## config.mk

```make
export PLATFORM = sky130hd
export DESIGN_NAME = irq_lvl_resolver
export DESIGN_NICKNAME = d
export VERILOG_FILES = /design/src/rtl/irq_lvl_pkg.sv /design/src/rtl/irq_lvl_merge.sv /design/src/rtl/irq_lvl_pick.sv /design/src/rtl/irq_lvl_ctrl.sv /design/src/rtl/irq_lvl_resolver.sv
export SDC_FILE = /design/constraint.sdc
export NUM_CORES = 1
export LEC_CHECK = 0
export BUFFER_PORTS_ARGS = -buffer_cell sky130_fd_sc_hd__buf_2
export CAP_MARGIN = 5
export CORE_ASPECT_RATIO = 0.75
export CORE_UTILIZATION = 52
export CTS_CLUSTER_DIAMETER = 60
export DETAILED_ROUTE_END_ITERATION = 16
export GPL_ROUTABILITY_DRIVEN = 0
export PLACE_DENSITY = 0.95
export SETUP_SLACK_MARGIN = 0.4
export SYNTH_ARGS = -nofsm -noshare
export SYNTH_HDL_FRONTEND = slang
export SYNTH_SLANG_ARGS = --single-unit
export TNS_END_PERCENT = 5
```

## constraint.sdc

```tcl
create_clock -name clk -period 10.44 [get_ports clk]
set_clock_uncertainty 0.2 [all_clocks]
set_input_delay 1.566 -clock clk [delete_from_list [all_inputs] [get_ports clk]]
set_output_delay 1.566 -clock clk [all_outputs]
set_load 0.005 [all_outputs]
```

## src/rtl/irq_lvl_pkg.sv

```systemverilog
package irq_lvl_pkg;
    localparam int LVL_N     = 16;
    localparam int LVL_W     = $clog2(LVL_N);
    localparam int SOFT_W    = LVL_N + 1;
    localparam int TT_W      = 9;
    localparam int TL_W      = 3;
    localparam int TICK_POS  = 0;
    localparam int STICK_POS = 16;
    localparam int TIMER_LVL = 14;
    localparam int GRP_LSB   = 4;
    localparam logic [TT_W-1:0] EXT_BASE = 9'h040;

    typedef enum logic [1:0] {
        ACT_HOLD  = 2'd0,
        ACT_CLEAR = 2'd1,
        ACT_RAISE = 2'd2
    } act_e;

    typedef struct packed {
        logic            req;
        logic [TT_W-1:0] tt;
    } irq_out_t;

    function automatic logic in_ext_group(input logic [TT_W-1:0] tt);
        return tt[TT_W-1:GRP_LSB] == EXT_BASE[TT_W-1:GRP_LSB];
    endfunction
endpackage

```

## src/rtl/irq_lvl_merge.sv

```systemverilog
module irq_lvl_merge
    import irq_lvl_pkg::*;
#(
    parameter int N_LVL   = LVL_N,
    parameter int N_SOFT  = SOFT_W,
    parameter int P_TICK  = TICK_POS,
    parameter int P_STICK = STICK_POS,
    parameter int P_TLVL  = TIMER_LVL
) (
    input  logic [N_LVL-1:0]  ext_lvl,
    input  logic [N_SOFT-1:0] soft_int,
    output logic [N_LVL-1:0]  pend
);
    logic timer_hit;
    logic [N_LVL-1:0] base;

    assign timer_hit = soft_int[P_TICK] | soft_int[P_STICK];

    for (genvar g = 0; g < N_LVL; g++) begin : g_bit
        if (g == P_TICK || g == P_STICK) begin : g_timer
            assign base[g] = ext_lvl[g];
        end else begin : g_level
            assign base[g] = ext_lvl[g] | soft_int[g];
        end
    end

    assign pend = base | (N_LVL'(timer_hit) << P_TLVL);
endmodule

```

## src/rtl/irq_lvl_pick.sv

```systemverilog
module irq_lvl_pick
    import irq_lvl_pkg::*;
#(
    parameter int N_LVL = LVL_N,
    parameter int W_LVL = LVL_W
) (
    input  logic [N_LVL-1:0] pend,
    input  logic [W_LVL-1:0] mask_lvl,
    output logic             below,
    output logic             hit_valid,
    output logic [W_LVL-1:0] hit_lvl
);
    localparam int CMP_W = N_LVL + 1;

    logic [CMP_W-1:0] thr;

    assign thr   = CMP_W'(2) << mask_lvl;
    assign below = {1'b0, pend} < thr;

    always_comb begin
        hit_valid = 1'b0;
        hit_lvl   = '0;
        for (int i = 0; i < N_LVL; i++) begin
            if (pend[i] && (i > int'(mask_lvl))) begin
                hit_valid = 1'b1;
                hit_lvl   = W_LVL'(i);
            end
        end
    end
endmodule

```

## src/rtl/irq_lvl_ctrl.sv

```systemverilog
module irq_lvl_ctrl
    import irq_lvl_pkg::*;
#(
    parameter int W_LVL = LVL_W,
    parameter int W_TT  = TT_W,
    parameter int W_TL  = TL_W
) (
    input  logic             clk,
    input  logic             rst,
    input  logic             below,
    input  logic             hit_valid,
    input  logic [W_LVL-1:0] hit_lvl,
    input  logic             int_en,
    input  logic [W_TL-1:0]  trap_lvl,
    input  logic [W_TT-1:0]  cur_tt,
    input  logic             vec_busy,
    output irq_out_t         q
);
    logic [W_TT-1:0] new_tt;
    logic            blocked;
    act_e            act;

    assign new_tt  = EXT_BASE | W_TT'(hit_lvl);
    assign blocked = (trap_lvl != '0) && in_ext_group(cur_tt) && (cur_tt > new_tt);

    always_comb begin
        if (vec_busy)
            act = ACT_HOLD;
        else if (below || !int_en)
            act = ACT_CLEAR;
        else if (!hit_valid || blocked || (q.tt == new_tt))
            act = ACT_HOLD;
        else
            act = ACT_RAISE;
    end

    always_ff @(posedge clk) begin
        if (rst) begin
            q <= '0;
        end else begin
            case (act)
                ACT_CLEAR: q <= '0;
                ACT_RAISE: q <= '{req: 1'b1, tt: new_tt};
                default:   q <= q;
            endcase
        end
    end
endmodule

```

## src/rtl/irq_lvl_resolver.sv

```systemverilog
module irq_lvl_resolver
    import irq_lvl_pkg::*;
(
    input  logic              clk,
    input  logic              rst,
    input  logic [LVL_N-1:0]  ext_lvl,
    input  logic [SOFT_W-1:0] soft_int,
    input  logic [LVL_W-1:0]  mask_lvl,
    input  logic              int_en,
    input  logic [TL_W-1:0]   trap_lvl,
    input  logic [TT_W-1:0]   cur_tt,
    input  logic              vec_busy,
    output logic              irq_req,
    output logic [TT_W-1:0]   trap_idx
);
    logic [LVL_N-1:0] pend;
    logic             below;
    logic             hit_valid;
    logic [LVL_W-1:0] hit_lvl;
    irq_out_t         q;

    irq_lvl_merge u_merge (
        .ext_lvl  (ext_lvl),
        .soft_int (soft_int),
        .pend     (pend)
    );

    irq_lvl_pick u_pick (
        .pend      (pend),
        .mask_lvl  (mask_lvl),
        .below     (below),
        .hit_valid (hit_valid),
        .hit_lvl   (hit_lvl)
    );

    irq_lvl_ctrl u_ctrl (
        .clk       (clk),
        .rst       (rst),
        .below     (below),
        .hit_valid (hit_valid),
        .hit_lvl   (hit_lvl),
        .int_en    (int_en),
        .trap_lvl  (trap_lvl),
        .cur_tt    (cur_tt),
        .vec_busy  (vec_busy),
        .q         (q)
    );

    assign irq_req  = q.req;
    assign trap_idx = q.tt;
endmodule

```

==> run_summary.xml, run 1 <==
<?xml version="1.0" encoding="UTF-8"?>
<metrics>
  <group name="yosys">
    <metric name="postSynth.topFlopCell" unit="">sky130_fd_sc_hd__dfxtp_1</metric>
    <metric name="fraction_of_the_mapped_netlist_area_in_compound_gates" unit="%">29.3</metric>
    <metric name="synth_area_per_cell" unit="um^2">7.15</metric>
    <metric name="postSynthCellCount" unit="">194</metric>
    <metric name="synth_top_family_by_area" unit="">simple AND/OR/NAND/NOR gates</metric>
    <metric name="synthXorXnorAreaFrac" unit="%">0.632</metric>
    <metric name="mappedNetlistArea" unit="mm^2">0.00139</metric>
    <metric name="synthAdderAreaFrac" unit="%">19.0</metric>
    <metric name="top_post_synthesis_cells_by_area" unit="">sky130_fd_sc_hd__ha_1, sky130_fd_sc_hd__nand2_1, sky130_fd_sc_hd__dfxtp_1, sky130_fd_sc_hd__or2_2, sky130_fd_sc_hd__nor2_1</metric>
    <metric name="postSynthRegisterBits" unit="">5</metric>
    <metric name="synth-seq-area-share" unit="%">7.22</metric>
    <metric name="synth.top_cell.area_share" unit="%">19.0</metric>
    <metric name="share_of_synthesized_area_spent_on_multiplexers" unit="%">0.722</metric>
    <metric name="number_of_enable_flip_flop_cells_after_synthesis" unit="">0</metric>
    <metric name="number_of_warnings_printed_during_yosys_synthesis" unit="">0</metric>
    <metric name="synth_cell_types" unit="">61</metric>
    <metric name="synth_simple_gate_area_share" unit="%">35.6</metric>
    <metric name="library_cell_occupying_the_most_area_in_the_post_synthesis_netlist" unit="">sky130_fd_sc_hd__ha_1</metric>
    <metric name="synth-async-reset-ratio" unit="%">0</metric>
  </group>
  <group name="floorplanning">
    <metric name="total_core_area" unit="mm^2">0.00240</metric>
    <metric name="io_pins" unit="">63</metric>
    <metric name="die_width" unit="um">61.6</metric>
    <metric name="die_h" unit="um">46.7</metric>
    <metric name="initial_cell_density_of_the_core" unit="%">57.7</metric>
    <metric name="floorplan.rows" unit="">15</metric>
    <metric name="floorplan_die_area" unit="mm^2">0.00288</metric>
  </group>
  <group name="layout">
    <metric name="diodes" unit="">0</metric>
    <metric name="top_regs" unit="">u_ctrl.q: 5 flops</metric>
    <metric name="mostFrequentLayoutCell" unit="">sky130_fd_sc_hd__buf_2</metric>
    <metric name="layout-drive-gt1-share" unit="%">31.6</metric>
    <metric name="non_filler_instance_count_after_layout" unit="">281</metric>
    <metric name="num-fill-cells" unit="">216</metric>
    <metric name="fin_nets" unit="">322</metric>
    <metric name="multi_input_area" unit="mm^2">0.00120</metric>
    <metric name="top_register" unit="">u_ctrl.q</metric>
    <metric name="layout.core_utilization" unit="%">69.5</metric>
    <metric name="final-seq-area" unit="um^2">100</metric>
    <metric name="largest_reg_flops" unit="">5</metric>
    <metric name="most_used_cells_in_the_layout_excluding_fill_and_tap_cells" unit="">sky130_fd_sc_hd__buf_2, sky130_fd_sc_hd__nand2_1, sky130_fd_sc_hd__ha_1</metric>
    <metric name="layout-area-overhead-vs-synth" unit="%">20.5</metric>
  </group>
  <group name="setup_path">
    <metric name="r2r_end" unit="">u_ctrl.q[0]</metric>
    <metric name="cp-end-kind" unit="">flop</metric>
    <metric name="crit-reg2reg-launch" unit="">u_ctrl.q[3]</metric>
    <metric name="critical_path_arrival" unit="ps">5100</metric>
    <metric name="r2r_cells" unit="">8</metric>
    <metric name="cp_cell_sequence" unit="">buf_2, or2_0, o32ai_1, nand2b_1, o311a_1, nor3_2, ha_1, nor2b_1, o21ai_0, nand2b_1, a21oi_1, o22ai_1, nor3_1, o41a_1, ha_1, nor2b_1, nor2b_1, o2bb2ai_1</metric>
    <metric name="cp_data_required_time" unit="ps">10420</metric>
    <metric name="worstPathBufferInverterCount" unit="">1</metric>
    <metric name="critPathCapture" unit="">u_ctrl.q[0]</metric>
    <metric name="crit_family" unit="">simple AND/OR/NAND/NOR gates</metric>
    <metric name="cpPeakStageDelay" unit="ps">490</metric>
    <metric name="r2r_slack" unit="ps">7770</metric>
    <metric name="crit_fanout" unit="">13</metric>
    <metric name="worst_setup_sp" unit="">mask_lvl[1]</metric>
    <metric name="timing.critical_path.depth" unit="">18</metric>
    <metric name="cpMaxStageDelayCell" unit="">sky130_fd_sc_hd__o32ai_1</metric>
    <metric name="start_kind" unit="">input pin</metric>
    <metric name="path_class" unit="">input pin to flop</metric>
    <metric name="most_used_cell_cp" unit="">sky130_fd_sc_hd__nor2b_1</metric>
  </group>
  <group name="route">
    <metric name="detail_route.wirelength" unit="mm">3.42</metric>
    <metric name="drt_iter0_drc" unit="">167</metric>
    <metric name="drt-vias-per-instance" unit="">5.62</metric>
    <metric name="routed-via-count" unit="">1580</metric>
    <metric name="drc" unit="">0</metric>
    <metric name="ant_nets" unit="">0</metric>
    <metric name="wire_per_inst" unit="um">12.2</metric>
    <metric name="drtPass1Iterations" unit="">5</metric>
  </group>
  <group name="power_and_ir_drop">
    <metric name="power.share.switching" unit="%">39.1</metric>
    <metric name="power.combinational.fraction" unit="%">53.9</metric>
    <metric name="p_switching" unit="W">0.0000371</metric>
    <metric name="power_frac_seq" unit="%">21.7</metric>
    <metric name="internal_power" unit="W">0.0000577</metric>
    <metric name="power.static_leakage" unit="nW">0.740</metric>
    <metric name="power_per_cell_area" unit="mW/mm^2">56.8</metric>
    <metric name="clkPwrFrac" unit="%">24.3</metric>
    <metric name="power.ir.vdd_worst" unit="mV">0.0315</metric>
  </group>
  <group name="min_path">
    <metric name="min_path_type" unit="">flop to flop</metric>
  </group>
  <group name="placement">
    <metric name="port-buffer-count" unit="">57</metric>
    <metric name="post-dp-hpwl" unit="mm">2.89</metric>
    <metric name="dp.cells" unit="">277</metric>
    <metric name="post-place-ws" unit="ps">5160</metric>
  </group>
  <group name="timing">
    <metric name="timing.final.crit_share" unit="%">49.1</metric>
    <metric name="min_period" unit="ps">5120</metric>
    <metric name="maxClockFrequency" unit="MHz">195</metric>
    <metric name="worst-slew-pin-transition" unit="ps">601</metric>
    <metric name="unrepaired_setup_endpoints_after_global_routing" unit="">no</metric>
    <metric name="timing.final.setup_violations" unit="">0</metric>
    <metric name="slew_violations" unit="">0</metric>
    <metric name="final_critical_path_setup_slack" unit="ps">5320</metric>
    <metric name="tns" unit="ps">0</metric>
    <metric name="report.final.hold_viol_count" unit="">0</metric>
    <metric name="timing.hold.ws" unit="ps">285</metric>
    <metric name="slew-limit-headroom" unit="%">59.7</metric>
  </group>
  <group name="global_routing">
    <metric name="grt_pass1_vias" unit="">1288</metric>
    <metric name="grt_max_degree" unit="">15</metric>
    <metric name="globalRoute.totalOverflow" unit="">0</metric>
    <metric name="globalRouteTotalUtil" unit="%">25.1</metric>
    <metric name="wire_length_of_the_first_global_routing_pass" unit="mm">5.38</metric>
    <metric name="antenna_found_initial" unit="">0</metric>
  </group>
  <group name="clock_network">
    <metric name="clock_tree_from_tritoncts" unit="">built</metric>
    <metric name="cts_made_buffers" unit="">3</metric>
    <metric name="post_cts.resized_instances" unit="">0</metric>
    <metric name="clk_sinks" unit="">5</metric>
    <metric name="clock_latency_on_the_worst_skew_pair" unit="ps">250</metric>
    <metric name="holdBufCountCts" unit="">0</metric>
    <metric name="cts_root_buf" unit="">sky130_fd_sc_hd__clkbuf_4</metric>
    <metric name="number_of_levels_in_the_clock_h_tree" unit="">1</metric>
    <metric name="clock_pin_slew_of_the_registers_on_the_worst_case_setup_and_hold_paths" unit="ps">40</metric>
    <metric name="clock_path_buffers" unit="">2</metric>
    <metric name="postCtsSetupBuffers" unit="">0</metric>
  </group>
  <group name="run_status">
    <metric name="status" unit="">complete, no violations</metric>
  </group>
  <group name="flow_run">
    <metric name="maxCapViolCount" unit="">0</metric>
  </group>
</metrics>
[Yosys cell counts, drive strengths merged (3+ instances only)]
cell,n
o211ai,4
nand2b,5
buf,10
nand3,5
nor2,16
nand2,29
ha,21
o21ai,11
a21boi,4
o22ai,3
inv,5
or2,15
nor3,3
dfxtp,5
a21oi,10
a21o,3
nor2b,5
[area by class of cell]
type	instances	area share, %
timing repair buffer	57	17.1
tap	34	2.55
clock buffer	4	1.57
sequential	5	5.99
multi-input combinational	176	71.7
inverter	5	1.12
[worst min path at each step]
stage | start | to | cells after the start
detailed placement | u_ctrl.q[1] | u_ctrl.q[1] | 2
global placement | u_ctrl.q[1] | u_ctrl.q[1] | 2
finish | u_ctrl.q[1] | u_ctrl.q[1] | 2
global route | u_ctrl.q[1] | u_ctrl.q[1] | 2
floorplan | u_ctrl.q[1] | u_ctrl.q[1] | 2
CTS | u_ctrl.q[1] | u_ctrl.q[1] | 2
[power groups by stage]
stage / combinational [W] / clock, W / sequential, W
2_1_floorplan: 0.0000348 / 0 / 0.0000209
3_3_place_gp: 0.0000487 / 0 / 0.0000209
3_5_place_dp: 0.0000501 / 0 / 0.0000209
4_1_cts: 0.0000505 / 0.0000239 / 0.0000206
5_1_grt: 0.0000577 / 0.0000253 / 0.0000207
6_report: 0.0000512 / 0.0000231 / 0.0000206
[through the flow]
stage / total power, W / cell area [um^2]
floorplan: 0.0000556 / 1400
detailed placement: 0.0000710 / 1640
finish: 0.0000949 / 1670
global route: 0.000104 / 1670
CTS: 0.0000950 / 1670
global placement: 0.0000696 / 1640
[kinds of logic after synthesis]
kind of cell,count (synthesis)
simple gates,92
buf+inv,16
other cells,1
flops,5
xor+xnor,1
fa+ha+maj,21
compound gates,57
mux,1
[tightest hold or removal path, delay by kind of cell, from the launching register on]
| kind | cells | cell delay [ps] |
|---|---|---|
| AOI/OAI and AO/OA | 1 | 50 |
| and+or+nand+nor | 1 | 60 |
| DFF | 1 | 320 |
[metal layers]
| layer | global-route usage (%) | vias up | wire (um) |
|---|---|---|---|
| met5 | 0 | - | 0 |
| met4 | 1.33 | 0 | 0 |
| met3 | 4.21 | 0 | 349 |
| met2 | 39.4 | 97 | 1380 |
| met1 | 37.7 | 667 | 1690 |
| li1 | - | 816 | - |
(Power assumes the default switching activity.)
==> run 2, diff against run 1 <==
Settings changed: CORE_UTILIZATION 52 to 43, PLACE_DENSITY 0.95 to 0.87.
Clock period 10.44 ns to 4.3 ns, I/O delays scaled along.
==> run 2 against run 1 <==
Power rose to 3.2 times the previous value; sequential power up 140%; via count up 12%; cell count up 7.1%; design area up 17%; first-iteration DRC count up 11%; clock-buffer cell count unchanged; critical path type unchanged; critical endpoint is now u_ctrl.q[3].
==> run_summary.xml, run 2 (synthesized netlist as in run 1, its figures left out) <==
<?xml version="1.0" encoding="UTF-8"?>
<metrics>
  <group name="setup_path">
    <metric name="r2r_end" unit="">u_ctrl.q[6]</metric>
    <metric name="cpPeakStageDelay" unit="ps">300</metric>
    <metric name="r2r_slack" unit="ps">1730</metric>
    <metric name="crit-reg2reg-launch" unit="">u_ctrl.q[3]</metric>
    <metric name="worst_setup_sp" unit="">mask_lvl[1]</metric>
    <metric name="worstPathBufferInverterCount" unit="">3</metric>
    <metric name="most_used_cell_cp" unit="">sky130_fd_sc_hd__buf_4</metric>
    <metric name="cp_data_required_time" unit="ps">4260</metric>
    <metric name="crit_fanout" unit="">13</metric>
    <metric name="critical_path_arrival" unit="ps">3900</metric>
    <metric name="cp-end-kind" unit="">flop</metric>
    <metric name="path_class" unit="">input pin to flop</metric>
    <metric name="cpMaxStageDelayCell" unit="">sky130_fd_sc_hd__o32ai_2</metric>
    <metric name="crit_family" unit="">compound AO/OA/AOI/OAI gates</metric>
    <metric name="cp_cell_sequence" unit="">buf_4, or2_1, o32ai_2, buf_4, nand2b_1, o311a_1, nor3_4, ha_1, nor2b_1, o21ai_1, nand2b_1, a21oi_2, o22ai_2, nor3_2, o41a_1, buf_4, ha_1, nand3b_1, a21oi_1</metric>
    <metric name="start_kind" unit="">input pin</metric>
    <metric name="r2r_cells" unit="">8</metric>
  </group>
  <group name="clock_network">
    <metric name="clock_pin_slew_of_the_registers_on_the_worst_case_setup_and_hold_paths" unit="ps">40</metric>
    <metric name="cts_made_buffers" unit="">3</metric>
    <metric name="clock_tree_from_tritoncts" unit="">built</metric>
    <metric name="clock_latency_on_the_worst_skew_pair" unit="ps">230</metric>
    <metric name="number_of_levels_in_the_clock_h_tree" unit="">1</metric>
    <metric name="clk_sinks" unit="">5</metric>
    <metric name="clock_path_buffers" unit="">2</metric>
    <metric name="cts_root_buf" unit="">sky130_fd_sc_hd__clkbuf_8</metric>
  </group>
  <group name="min_path">
    <metric name="min_path_type" unit="">flop to flop</metric>
    <metric name="worstHoldEndpoint" unit="">u_ctrl.q[2]</metric>
    <metric name="hold_path_startpoint" unit="">u_ctrl.q[2]</metric>
    <metric name="whs_path_depth" unit="">2</metric>
  </group>
  <group name="floorplanning">
    <metric name="floorplan_die_area" unit="mm^2">0.00346</metric>
    <metric name="initial_cell_density_of_the_core" unit="%">46.2</metric>
    <metric name="die_h" unit="um">51.2</metric>
    <metric name="die_width" unit="um">67.6</metric>
    <metric name="floorplan.rows" unit="">17</metric>
    <metric name="total_core_area" unit="mm^2">0.00300</metric>
    <metric name="io_pins" unit="">63</metric>
  </group>
  <group name="layout">
    <metric name="largest_reg_flops" unit="">5</metric>
    <metric name="top_regs" unit="">u_ctrl.q: 5 flops</metric>
    <metric name="num-fill-cells" unit="">246</metric>
    <metric name="multi_input_area" unit="mm^2">0.00133</metric>
    <metric name="layout-drive-gt1-share" unit="%">43.3</metric>
    <metric name="layout-area-overhead-vs-synth" unit="%">40.9</metric>
    <metric name="mostFrequentLayoutCell" unit="">sky130_fd_sc_hd__buf_2</metric>
    <metric name="final-seq-area" unit="um^2">100</metric>
    <metric name="layout.core_utilization" unit="%">65.1</metric>
    <metric name="fin_nets" unit="">338</metric>
    <metric name="most_used_cells_in_the_layout_excluding_fill_and_tap_cells" unit="">sky130_fd_sc_hd__buf_2, sky130_fd_sc_hd__nand2_1, sky130_fd_sc_hd__ha_1</metric>
    <metric name="top_register" unit="">u_ctrl.q</metric>
    <metric name="stdcell_area" unit="mm^2">0.00195</metric>
    <metric name="diodes" unit="">0</metric>
  </group>
  <group name="placement">
    <metric name="placed_cell_area" unit="mm^2">0.00170</metric>
    <metric name="post-dp-hpwl" unit="mm">3.12</metric>
    <metric name="port-buffer-count" unit="">57</metric>
  </group>
  <group name="timing">
    <metric name="tns" unit="ps">0</metric>
    <metric name="timing.final.setup_violations" unit="">0</metric>
    <metric name="timing.final.crit_share" unit="%">91.6</metric>
    <metric name="report.final.hold_viol_count" unit="">0</metric>
    <metric name="unrepaired_setup_endpoints_after_global_routing" unit="">yes</metric>
    <metric name="worst-slew-pin-transition" unit="ps">617</metric>
    <metric name="timing.hold.ws" unit="ps">299</metric>
    <metric name="min_period" unit="ps">3940</metric>
    <metric name="maxClockFrequency" unit="MHz">254</metric>
    <metric name="slew-limit-headroom" unit="%">58.5</metric>
    <metric name="slew_violations" unit="">0</metric>
  </group>
  <group name="global_routing">
    <metric name="antenna_found_initial" unit="">0</metric>
    <metric name="grt_max_degree" unit="">14</metric>
    <metric name="grt_pass1_vias" unit="">1521</metric>
    <metric name="wire_length_of_the_first_global_routing_pass" unit="mm">6.41</metric>
    <metric name="globalRoute.totalOverflow" unit="">0</metric>
    <metric name="globalRouteTotalUtil" unit="%">24.1</metric>
  </group>
  <group name="route">
    <metric name="drt-vias-per-instance" unit="">5.90</metric>
    <metric name="ant_nets" unit="">0</metric>
    <metric name="drt_iter0_drc" unit="">186</metric>
    <metric name="drc" unit="">0</metric>
    <metric name="wire_per_inst" unit="um">15.4</metric>
    <metric name="drtPass1Iterations" unit="">5</metric>
    <metric name="detail_route.wirelength" unit="mm">4.62</metric>
    <metric name="routed-via-count" unit="">1776</metric>
  </group>
  <group name="power_and_ir_drop">
    <metric name="power.ir.vdd_worst" unit="mV">0.116</metric>
    <metric name="finalPower" unit="W">0.000304</metric>
    <metric name="power.static_leakage" unit="nW">0.853</metric>
    <metric name="power_per_cell_area" unit="mW/mm^2">156</metric>
  </group>
  <group name="flow_run">
    <metric name="maxCapViolCount" unit="">0</metric>
  </group>
  <group name="run_status">
    <metric name="status" unit="">complete, no violations</metric>
  </group>
</metrics>
[run 2: report_power, final]
part	total (W)	switching (W)	internal, W
Sequential	0.0000501	0.00000187	0.0000483
Combinational	0.000165	0.0000868	0.0000781
Clock	0.0000893	0.0000254	0.0000639
[run 2: cell type report]
| cell class | instances | area share (%) |
|---|---|---|
| multi-input cells | 176 | 67.8 |
| repair buffers | 73 | 21.3 |
| flip-flops and latches | 5 | 5.12 |
| well taps | 38 | 2.43 |
| clock buffers | 4 | 2.31 |
| inverters | 5 | 0.961 |
[run 2: worst max-delay path by stage]
stage | endpoint | depth (start not counted)
after CTS | u_ctrl.q[0] | 18
after global placement | u_ctrl.q[0] | 18
final | u_ctrl.q[3] | 19
after detailed placement | u_ctrl.q[0] | 18
after floorplan | u_ctrl.q[0] | 17
after global routing | u_ctrl.q[6] | 19
[run 2: tightest hold or removal path: stages, from the launching register on]
cell	delay, ps
sky130_fd_sc_hd__dfxtp_1	330
sky130_fd_sc_hd__nand2_1	70
sky130_fd_sc_hd__a21oi_1	50
[run 2: what timing repair did]
action / 4_1_cts / 5_1_grt
hold buffers: 0 / 0
pin swaps: 12 / 15
resized for setup: 15 / 17
setup endpoints to repair: 5 / 5
setup buffers: 4 / 5
[run 2: layer usage]
metal / routed length [um] / part of all wire [%] / vias to the layer above / GRT usage (%)
met4: 187 / 4.0 / 0 / 2.13
met1: 1930 / 42 / 796 / 32.8
met5: 0 / 0 / - / 0
met3: 418 / 9.0 / 16 / 4.24
met2: 2080 / 45 / 114 / 40.4
li1: - / - / 850 / -
[run 2: metrics by stage]
stage / cells / worst slack, ps
after floorplan: 197 / 473
after global placement: 288 / 79.9
after detailed placement: 288 / -20.1
after CTS: 296 / 327
after global routing: 301 / 293
final: 301 / 360
==> run 3, diff against run 2 <==
Settings changed: SETUP_SLACK_MARGIN 0.4 to 0.02.
==> run 3 against run 2 <==
Combinational power decreased by 16%; clock power decreased by 2.6%; first-iteration DRC count increased by 35%; worst hold slack got worse by 7.4 ps; design area decreased by 8.6%; sequential share of layout area increased by 0.48 points; clock-buffer cell count unchanged; core utilization decreased by 5.6 points; via count decreased by 5.0%; fmax decreased by 6.2%; routed wire length decreased by 16%; cell count decreased by 2.3%; largest cell class unchanged.
==> run_summary.xml, run 3 (synthesized netlist as in run 1, its figures left out) <==
<?xml version="1.0" encoding="UTF-8"?>
<metrics>
  <group name="timing">
    <metric name="timing.final.setup_violations" unit="">0</metric>
    <metric name="maxClockFrequency" unit="MHz">238</metric>
    <metric name="report.final.hold_viol_count" unit="">0</metric>
    <metric name="timing.final.crit_share" unit="%">97.7</metric>
    <metric name="slew-limit-headroom" unit="%">58.9</metric>
    <metric name="min_period" unit="ps">4200</metric>
    <metric name="timing.hold.ws" unit="ps">291</metric>
    <metric name="slew_violations" unit="">0</metric>
    <metric name="worst-slew-pin-transition" unit="ps">611</metric>
    <metric name="tns" unit="ps">0</metric>
  </group>
  <group name="setup_path">
    <metric name="cpMaxStageDelayCell" unit="">sky130_fd_sc_hd__o311a_1</metric>
    <metric name="worst_setup_sp" unit="">soft_int[2]</metric>
    <metric name="critical_path_arrival" unit="ps">4140</metric>
    <metric name="path_class" unit="">input pin to flop</metric>
    <metric name="r2r_end" unit="">u_ctrl.q[6]</metric>
    <metric name="cp_data_required_time" unit="ps">4240</metric>
    <metric name="critPathCapture" unit="">u_ctrl.q[1]</metric>
    <metric name="crit_family" unit="">simple AND/OR/NAND/NOR gates</metric>
    <metric name="cpPeakStageDelay" unit="ps">330</metric>
    <metric name="cp-end-kind" unit="">flop</metric>
    <metric name="cp_cell_sequence" unit="">buf_2, or2_2, a22o_1, and4b_1, o311a_1, nor3_4, ha_1, nor2b_1, o21ai_0, nand2b_1, a21oi_1, o22ai_1, nor3_1, o41a_1, ha_2, nor2b_4, nand2b_1, a21oi_1</metric>
    <metric name="timing.critical_path.depth" unit="">18</metric>
    <metric name="crit-reg2reg-launch" unit="">u_ctrl.q[3]</metric>
    <metric name="r2r_cells" unit="">8</metric>
    <metric name="start_kind" unit="">input pin</metric>
    <metric name="crit_fanout" unit="">5</metric>
    <metric name="worstPathBufferInverterCount" unit="">1</metric>
    <metric name="r2r_slack" unit="ps">1690</metric>
  </group>
  <group name="route">
    <metric name="detail_route.wirelength" unit="mm">3.89</metric>
    <metric name="drc" unit="">0</metric>
    <metric name="ant_nets" unit="">0</metric>
    <metric name="routed-via-count" unit="">1688</metric>
    <metric name="wire_per_inst" unit="um">13.2</metric>
    <metric name="drtPass1Iterations" unit="">5</metric>
    <metric name="drt-vias-per-instance" unit="">5.74</metric>
    <metric name="drt_iter0_drc" unit="">251</metric>
  </group>
  <group name="global_routing">
    <metric name="grt_pass1_vias" unit="">1437</metric>
    <metric name="globalRouteTotalUtil" unit="%">22.0</metric>
    <metric name="grt_max_degree" unit="">14</metric>
    <metric name="globalRoute.totalOverflow" unit="">0</metric>
    <metric name="antenna_found_initial" unit="">0</metric>
    <metric name="wire_length_of_the_first_global_routing_pass" unit="mm">5.91</metric>
  </group>
  <group name="layout">
    <metric name="mostFrequentLayoutCell" unit="">sky130_fd_sc_hd__buf_2</metric>
    <metric name="top_register" unit="">u_ctrl.q</metric>
    <metric name="multi_input_area" unit="mm^2">0.00122</metric>
    <metric name="final-seq-area" unit="um^2">100</metric>
    <metric name="largest_reg_flops" unit="">5</metric>
    <metric name="most_used_cells_in_the_layout_excluding_fill_and_tap_cells" unit="">sky130_fd_sc_hd__buf_2, sky130_fd_sc_hd__nand2_1, sky130_fd_sc_hd__ha_1</metric>
    <metric name="fin_nets" unit="">331</metric>
    <metric name="layout-drive-gt1-share" unit="%">35.2</metric>
    <metric name="layout-area-overhead-vs-synth" unit="%">28.8</metric>
    <metric name="num-fill-cells" unit="">270</metric>
    <metric name="top_regs" unit="">u_ctrl.q: 5 flops</metric>
    <metric name="diodes" unit="">0</metric>
  </group>
  <group name="clock_network">
    <metric name="clk_sinks" unit="">5</metric>
    <metric name="clock_tree_from_tritoncts" unit="">built</metric>
    <metric name="clock_path_buffers" unit="">2</metric>
    <metric name="clock_pin_slew_of_the_registers_on_the_worst_case_setup_and_hold_paths" unit="ps">30</metric>
    <metric name="cts_root_buf" unit="">sky130_fd_sc_hd__clkbuf_8</metric>
    <metric name="holdBufCountCts" unit="">0</metric>
    <metric name="clock_latency_on_the_worst_skew_pair" unit="ps">220</metric>
    <metric name="cts_made_buffers" unit="">3</metric>
    <metric name="number_of_levels_in_the_clock_h_tree" unit="">1</metric>
  </group>
  <group name="power_and_ir_drop">
    <metric name="power_frac_seq" unit="%">18.2</metric>
    <metric name="power.combinational.fraction" unit="%">50.1</metric>
    <metric name="power.static_leakage" unit="nW">0.794</metric>
    <metric name="p_switching" unit="W">0.0000988</metric>
    <metric name="finalPower" unit="W">0.000275</metric>
    <metric name="power_per_cell_area" unit="mW/mm^2">154</metric>
    <metric name="internal_power" unit="W">0.000176</metric>
    <metric name="power.ir.vdd_worst" unit="mV">0.107</metric>
    <metric name="clkPwrFrac" unit="%">31.7</metric>
    <metric name="power.share.switching" unit="%">35.9</metric>
  </group>
  <group name="floorplanning">
    <metric name="die_width" unit="um">67.6</metric>
    <metric name="floorplan.rows" unit="">17</metric>
    <metric name="floorplan_die_area" unit="mm^2">0.00346</metric>
    <metric name="initial_cell_density_of_the_core" unit="%">46.2</metric>
    <metric name="die_h" unit="um">51.2</metric>
    <metric name="io_pins" unit="">63</metric>
    <metric name="total_core_area" unit="mm^2">0.00300</metric>
  </group>
  <group name="placement">
    <metric name="post-dp-hpwl" unit="mm">3.12</metric>
    <metric name="port-buffer-count" unit="">57</metric>
  </group>
  <group name="run_status">
    <metric name="status" unit="">complete, no violations</metric>
  </group>
  <group name="min_path">
    <metric name="min_path_type" unit="">flop to flop</metric>
  </group>
  <group name="flow_run">
    <metric name="maxCapViolCount" unit="">0</metric>
  </group>
</metrics>
==> run 3: per-stage QoR <==
step           util [%]  instance area, um^2  setup WS [ps]  instances
3_5_place_dp       56.7                 1700          -20.1        288
4_1_cts            58.2                 1750            143        292
5_1_grt            59.5                 1790          -49.7        294
2_1_floorplan         -                 1400            473        197
6_report           59.5                 1790            101        294
3_3_place_gp       56.7                 1700           79.9        288
==> run 3: worst min path at each step <==
| stage | startpoint | endpoint | cells after the start |
|---|---|---|---|
| after CTS | u_ctrl.q[2] | u_ctrl.q[2] | 2 |
| final | u_ctrl.q[2] | u_ctrl.q[2] | 2 |
| after global routing | u_ctrl.q[2] | u_ctrl.q[2] | 2 |
| after floorplan | u_ctrl.q[1] | u_ctrl.q[1] | 2 |
| after detailed placement | u_ctrl.q[2] | u_ctrl.q[2] | 2 |
| after global placement | u_ctrl.q[1] | u_ctrl.q[1] | 2 |
==> run 3: worst register-to-register path, stage by stage, from the launching register on <==
cell                       delay (ps)
sky130_fd_sc_hd__dfxtp_1          340
sky130_fd_sc_hd__or4_1            530
sky130_fd_sc_hd__a21boi_1         170
sky130_fd_sc_hd__o22ai_1          100
sky130_fd_sc_hd__o41a_1           360
sky130_fd_sc_hd__ha_2             420
sky130_fd_sc_hd__buf_4            150
sky130_fd_sc_hd__mux2i_1          180
sky130_fd_sc_hd__nor2_1            50
==> run 3: layout make-up <==
class / count / share of cell area (%)
inverters: 5 / 1.05
well taps: 38 / 2.66
clock buffers: 4 / 2.52
multi-input cells: 176 / 68.4
repair buffers: 66 / 19.8
flip-flops and latches: 5 / 5.61
==> run 3: repair_timing <==
action                                  4_1_cts  5_1_grt
resized for setup                             0        6
buffers inserted                              0        2
endpoints found under the setup margin        0        3
==> run 3: power by group through the flow <==
stage          Clock (W)  Sequential (W)  Combinational (W)
2_1_floorplan          0       0.0000507          0.0000844
3_5_place_dp           0       0.0000507           0.000129
6_report       0.0000870       0.0000502           0.000138
5_1_grt        0.0000920       0.0000503           0.000153
3_3_place_gp           0       0.0000507           0.000125
4_1_cts        0.0000878       0.0000501           0.000130
==> run 3: layer usage <==
layer | vias to the layer above | track usage (%) | share of wire (%) | wire, um
met2 | 120 | 36.5 | 42 | 1650
met5 | - | 0 | 0 | 0
met3 | 7 | 3.13 | 10 | 406
met4 | 0 | 1.42 | 0.80 | 31
met1 | 723 | 31.0 | 46 | 1800
li1 | 838 | - | - | -
